$ cat src/rtl/fwd_pkg.sv
package fwd_pkg;
  localparam int NUM_STG = 3;   // 0 = previous ALU, 1 = memory, 2 = write-back
  localparam int NUM_OPS = 3;   // 0 = A, 1 = B, 2 = D

  typedef enum logic [2:0] {
    FWD_RF  = 3'd0,
    FWD_ALU = 3'd1,
    FWD_MEM = 3'd2,
    FWD_WB  = 3'd3,
    FWD_OVR = 3'd4
  } fwd_src_e;
endpackage

$ cat src/rtl/fwd_match.sv
module fwd_match #(
  parameter int AW = 5
) (
  input  logic          stg_we,
  input  logic [AW-1:0] stg_rd,
  input  logic [AW-1:0] src,
  output logic          hit
);
  // register 0 is hard-wired zero and never takes a forwarded value
  always_comb begin
    hit = stg_we && (stg_rd != '0) && (stg_rd == src);
  end
endmodule

$ cat src/rtl/fwd_pick.sv
module fwd_pick
  import fwd_pkg::*;
#(
  parameter int XLEN = 32
) (
  input  logic [NUM_STG-1:0]           hits,
  input  logic [NUM_STG-1:0][XLEN-1:0] stg_val,
  input  logic [XLEN-1:0]              rf_val,
  input  logic                         ovr_en,
  input  logic [XLEN-1:0]              ovr_val,
  output logic [XLEN-1:0]              op
);
  fwd_src_e sel;

  // youngest producer (lowest stage index) wins; decode override beats all
  always_comb begin
    if (ovr_en)        sel = FWD_OVR;
    else if (hits[0])  sel = FWD_ALU;
    else if (hits[1])  sel = FWD_MEM;
    else if (hits[2])  sel = FWD_WB;
    else               sel = FWD_RF;
  end

  always_comb begin
    unique case (sel)
      FWD_OVR: op = ovr_val;
      FWD_ALU: op = stg_val[0];
      FWD_MEM: op = stg_val[1];
      FWD_WB:  op = stg_val[2];
      default: op = rf_val;
    endcase
  end
endmodule

$ cat src/rtl/exec_operand_sel.sv
module exec_operand_sel
  import fwd_pkg::*;
#(
  parameter int XLEN = 32,
  parameter int AW   = 5
) (
  input  logic [AW-1:0]   src_a,
  input  logic [AW-1:0]   src_b,
  input  logic [AW-1:0]   src_d,
  input  logic [XLEN-1:0] rf_a,
  input  logic [XLEN-1:0] rf_b,
  input  logic [XLEN-1:0] rf_d,
  input  logic [XLEN-1:0] pc,
  input  logic [XLEN-1:0] imm,
  input  logic            use_pc_a,
  input  logic            use_imm_b,
  input  logic            alu_prev_we,
  input  logic [AW-1:0]   alu_prev_rd,
  input  logic [XLEN-1:0] alu_prev_val,
  input  logic            mem_we,
  input  logic [AW-1:0]   mem_rd,
  input  logic [XLEN-1:0] mem_val,
  input  logic            wb_we,
  input  logic [AW-1:0]   wb_rd,
  input  logic [XLEN-1:0] wb_alu_val,
  input  logic [XLEN-1:0] wb_load_val,
  input  logic            wb_sel_load,
  output logic [XLEN-1:0] op_a,
  output logic [XLEN-1:0] op_b,
  output logic [XLEN-1:0] op_d
);
  logic [XLEN-1:0]              wb_val;
  logic [NUM_STG-1:0]           stg_we;
  logic [NUM_STG-1:0][AW-1:0]   stg_rd;
  logic [NUM_STG-1:0][XLEN-1:0] stg_val;
  logic [NUM_OPS-1:0][AW-1:0]   op_src;
  logic [NUM_OPS-1:0][XLEN-1:0] op_rf;
  logic [NUM_OPS-1:0]           op_ovr_en;
  logic [NUM_OPS-1:0][XLEN-1:0] op_ovr_val;
  logic [NUM_OPS-1:0][XLEN-1:0] op_res;

  // write-back candidate is the value actually written to the register file
  always_comb begin
    wb_val = wb_sel_load ? wb_load_val : wb_alu_val;
  end

  always_comb begin
    stg_we     = {wb_we, mem_we, alu_prev_we};
    stg_rd     = {wb_rd, mem_rd, alu_prev_rd};
    stg_val    = {wb_val, mem_val, alu_prev_val};
    op_src     = {src_d, src_b, src_a};
    op_rf      = {rf_d, rf_b, rf_a};
    op_ovr_en  = {1'b0, use_imm_b, use_pc_a};
    op_ovr_val = {{XLEN{1'b0}}, imm, pc};
  end

  for (genvar o = 0; o < NUM_OPS; o++) begin : g_op
    logic [NUM_STG-1:0] hits;
    for (genvar s = 0; s < NUM_STG; s++) begin : g_stg
      fwd_match #(.AW(AW)) u_match (
        .stg_we (stg_we[s]),
        .stg_rd (stg_rd[s]),
        .src    (op_src[o]),
        .hit    (hits[s])
      );
    end
    fwd_pick #(.XLEN(XLEN)) u_pick (
      .hits    (hits),
      .stg_val (stg_val),
      .rf_val  (op_rf[o]),
      .ovr_en  (op_ovr_en[o]),
      .ovr_val (op_ovr_val[o]),
      .op      (op_res[o])
    );
  end

  always_comb begin
    op_a = op_res[0];
    op_b = op_res[1];
    op_d = op_res[2];
  end
endmodule

$ cat config.mk
export PLATFORM = sky130hd
export DESIGN_NAME = exec_operand_sel
export DESIGN_NICKNAME = d
export VERILOG_FILES = /design/src/rtl/fwd_pkg.sv /design/src/rtl/fwd_match.sv /design/src/rtl/fwd_pick.sv /design/src/rtl/exec_operand_sel.sv
export SDC_FILE = /design/constraint.sdc
export NUM_CORES = 1
export LEC_CHECK = 0
export BUFFER_PORTS_ARGS = -buffer_cell sky130_fd_sc_hd__buf_2
export CORE_AREA = 2 2 162 164
export DETAILED_ROUTE_END_ITERATION = 10
export DIE_AREA = 0 0 164 166
export GPL_TIMING_DRIVEN = 0
export PLACE_DENSITY = 0.46
export RECOVER_POWER = 50
export SKIP_LAST_GASP = 1
export SYNTH_ARGS = -nofsm -noshare
export SYNTH_HDL_FRONTEND = slang
export SYNTH_SLANG_ARGS = --single-unit
$ cat constraint.sdc
create_clock -name vclk -period 2.1
set_input_delay 0.105 -clock vclk [all_inputs]
set_output_delay 0.105 -clock vclk [all_outputs]
set_load 0.02 [all_outputs]
==> impl_metrics.py <==
metrics = {
    "sta": {
        "worst_pin_slew_ps": 795,
        "max_freq_mhz": 427,
        "drv_slew": 0,
        "fin_crit_ps": 2340,
        "fin_crit_sh_pct": 111,
        "hold_viol": 0,
        "fin_ws_ps": -239,
        "setup-tns-final_ps": -17090,
        "rsz0062_at_grt": "true",
        "slew_headroom_pct": 47.0,
        "setup_viol": 96,
    },
    "hold_path": {
        "min-delay-start": "rf_d[7]",
        "holdCritPathClass": "in -> out",
        "min_to": "op_d[7]",
        "hold_depth": 3,
    },
    "layout": {
        "drive_gt1_share_pct": 60.3,
        "final_util_pct": 36.4,
        "flops_and_latches": 0,
        "seq_area_sq_um": 0,
        "nClkBuffers": 0,
        "nets": 1393,
        "fillers": 2778,
        "synthToLayoutAreaGrowth_pct": 105,
    },
    "setup_path": {
        "path_class": "in -> out",
        "critPathLaunchType": "input port",
        "cp.arrival_ps": 2230,
        "worstPathMaxFanout": 10,
        "slowest_delay_ps": 620,
        "path_cells": "buf_8 -> buf_12 -> xnor2_1 -> nand3_2 -> buf_4 -> clkbuf_1 -> nor4_1 -> a311o_1 -> a2bb2oi_1 -> buf_2",
        "cpMaxStageDelayCell": "clkbuf_1",
        "cp.required_ps": 2000,
        "worstSetupEndpointType": "output pin",
    },
    "synth": {
        "synth_simple_gate_area_share_pct": 24.2,
        "post_synth_num_cell_types": 31,
        "synth_top_family_by_area": "compound AO/OA/AOI/OAI gates",
        "synthMuxAreaShare_pct": 7.03,
        "synth_nets": 925,
        "synthCells": 601,
        "synth_xor_area_share_pct": 8.65,
        "syn_area_sq_mm": 0.00456,
        "yosys_warnings": 0,
        "synthAdderAreaFrac_pct": 0,
        "synth_compound_area_share_pct": 51.2,
        "avgSynthCellArea_sq_um": 7.58,
        "synth-seq-area-share_pct": 0,
    },
    "power": {
        "seqPwrFrac_pct": 0,
        "power_leakage_nw": 3.80,
        "switching_share_pct": 52.9,
        "p_int_mw": 1.16,
        "ir_drop_mv": 0.0975,
        "power_frac_comb_pct": 100.0,
        "clkPwrFrac_pct": 0,
        "switchingPower_mw": 1.30,
        "power.density_mw_per_mm2": 264,
    },
    "detailed_routing": {
        "drt_wl_total_mm": 40.3,
        "wl_met3_mm": 2.99,
        "drtAntennaViolNets": 0,
        "vias": 7981,
        "first_iter_violations": 486,
        "drc": 0,
        "met1_length_mm": 17.0,
        "wl_met2_mm": 19.5,
        "highest_layer": "met5",
        "wl_per_cell_um": 28.7,
        "viasPerCell": 5.68,
        "drt-pass1-iter-count": 5,
    },
    "floorplanning": {
        "io_pins": 420,
        "dieHeight_um": 166,
        "die-area_sq_mm": 0.0272,
        "rows": 59,
        "start_util_pct": 17.8,
        "die_w_um": 164,
        "core_area_sq_mm": 0.0256,
    },
    "outcome": {
        "run_status": "finished with violations",
        "violations": "negative setup slack",
    },
    "job": {
        "drv_cap": 0,
    },
    "grt": {
        "grt_start_max_net_pins": 11,
        "overflow": 0,
        "grt_pass1_wl_mm": 55.3,
        "grt_pass1_vias": 7978,
        "antenna_found_initial": 6,
        "grtUsageTotal_pct": 27.4,
    },
    "placement": {
        "gp_congestion": 0.829,
        "io_buffers": 417,
        "hpwl_mm": 29.9,
    },
}
## layer usage
metal | up-vias | GRT usage (%)
li1 | 3524 | -
met1 | 3931 | 36.8
met4 | 4 | 4.35
met3 | 60 | 2.77
met5 | - | 0
met2 | 462 | 48.0
## power by group through the flow
stage,Combinational [mW],Clock [mW],Sequential [mW]
after floorplan,0.976,0,0
after global placement,1.84,0,0
after detailed placement,1.85,0,0
after CTS,2.32,0,0
after global routing,2.57,0,0
final,2.46,0.0000000885,0
## area by class of cell
class              count  area [sq um]  share of cell area [%]
multi-input cells    509          4860                    52.1
well taps            335           419                    4.49
inverters              1          3.75                  0.0402
repair buffers       472          3230                    34.6
diodes                 2          5.00                  0.0536
plain buffers         85           813                    8.71
## logic make-up (layout without fill, tap and decap cells)
logic type                after synthesis  in the layout
muxes                                  32             32
buffers and inverters                  92            558
AOI/OAI and AO/OA                     262            262
other                                   0              2
and+or+nand+nor                       170            170
xor gates and xnor gates               45             45
## per-stage QoR
step | setup WS [ps] | std cells | total power [mW] | instance area [sq um] | hold WS (ps)
2_1_floorplan | 6.61 | 601 | 0.976 | 4560 | 396
3_3_place_gp | -1330 | 1353 | 1.84 | 7060 | 554
3_5_place_dp | -1120 | 1354 | 1.85 | 7080 | 553
4_1_cts | -283 | 1391 | 2.32 | 8780 | 552
5_1_grt | -282 | 1402 | 2.57 | 9330 | 558
6_report | -239 | 1404 | 2.46 | 9330 | 545
## worst max-delay path, delay by kind of cell
| family | cells | cell delay (ps) |
|---|---|---|
| compound gates | 2 | 510 |
| xor+xnor | 1 | 120 |
| buf+inv | 5 | 1190 |
| simple gates | 2 | 310 |
## cells in the mapped netlist, drive strengths merged (12+ instances only)
library cell | count | share of area [%]
a211o | 12 | 2.3
a211oi | 32 | 5.3
a22oi | 64 | 11
a2bb2oi | 52 | 10
a311o | 52 | 11
a31oi | 12 | 3.0
and2 | 32 | 4.4
buf | 23 | 3.2
clkbuf | 68 | 5.6
mux2i | 32 | 7.0
nor3b | 32 | 5.3
nor4 | 81 | 11
o32a | 32 | 7.0
xnor2 | 37 | 7.1
## worst max-delay path by stage
stage,start,to,slack (ps),depth (start not counted)
finish,mem_rd[4],op_b[29],-240,10
global placement,alu_prev_rd[4],op_a[25],-1330,8
detailed placement,wb_rd[3],op_d[30],-1120,8
floorplan,alu_prev_rd[1],op_a[16],7,7
global route,alu_prev_rd[2],op_d[9],-280,9
CTS,wb_rd[4],op_d[9],-280,9
## placed cells by master (no fill, tap or decap), types with 3 or more instances in the layout
cell / count
a211oi_2: 7
clkbuf_2: 12
clkbuf_1: 21
buf_4: 47
a22oi_1: 57
nor4_2: 7
xor2_1: 8
o32a_1: 32
nor3b_2: 12
clkbuf_16: 5
a211o_1: 12
a22oi_2: 7
xnor2_1: 37
o21ai_4: 3
or4_4: 3
or3_4: 4
buf_6: 73
clkbuf_8: 6
a2bb2oi_2: 24
a2bb2oi_1: 28
buf_2: 343
nor3b_1: 20
a311o_1: 52
buf_8: 12
nor4_1: 63
mux2i_1: 31
nor3_4: 3
clkbuf_4: 12
buf_12: 24
a31oi_4: 10
and2_4: 5
a211oi_1: 25
nor4_4: 11
nand3_1: 7
and2_1: 27
## what timing repair did
item | CTS | global route
hold buffers | 0 | 0
setup buffers | 33 | 16
pin swaps | 68 | 48
gates resized for setup | 325 | 119
setup endpoints to repair | 96 | 96
cloned | 8 | 3
(Power assumes the default switching activity.)
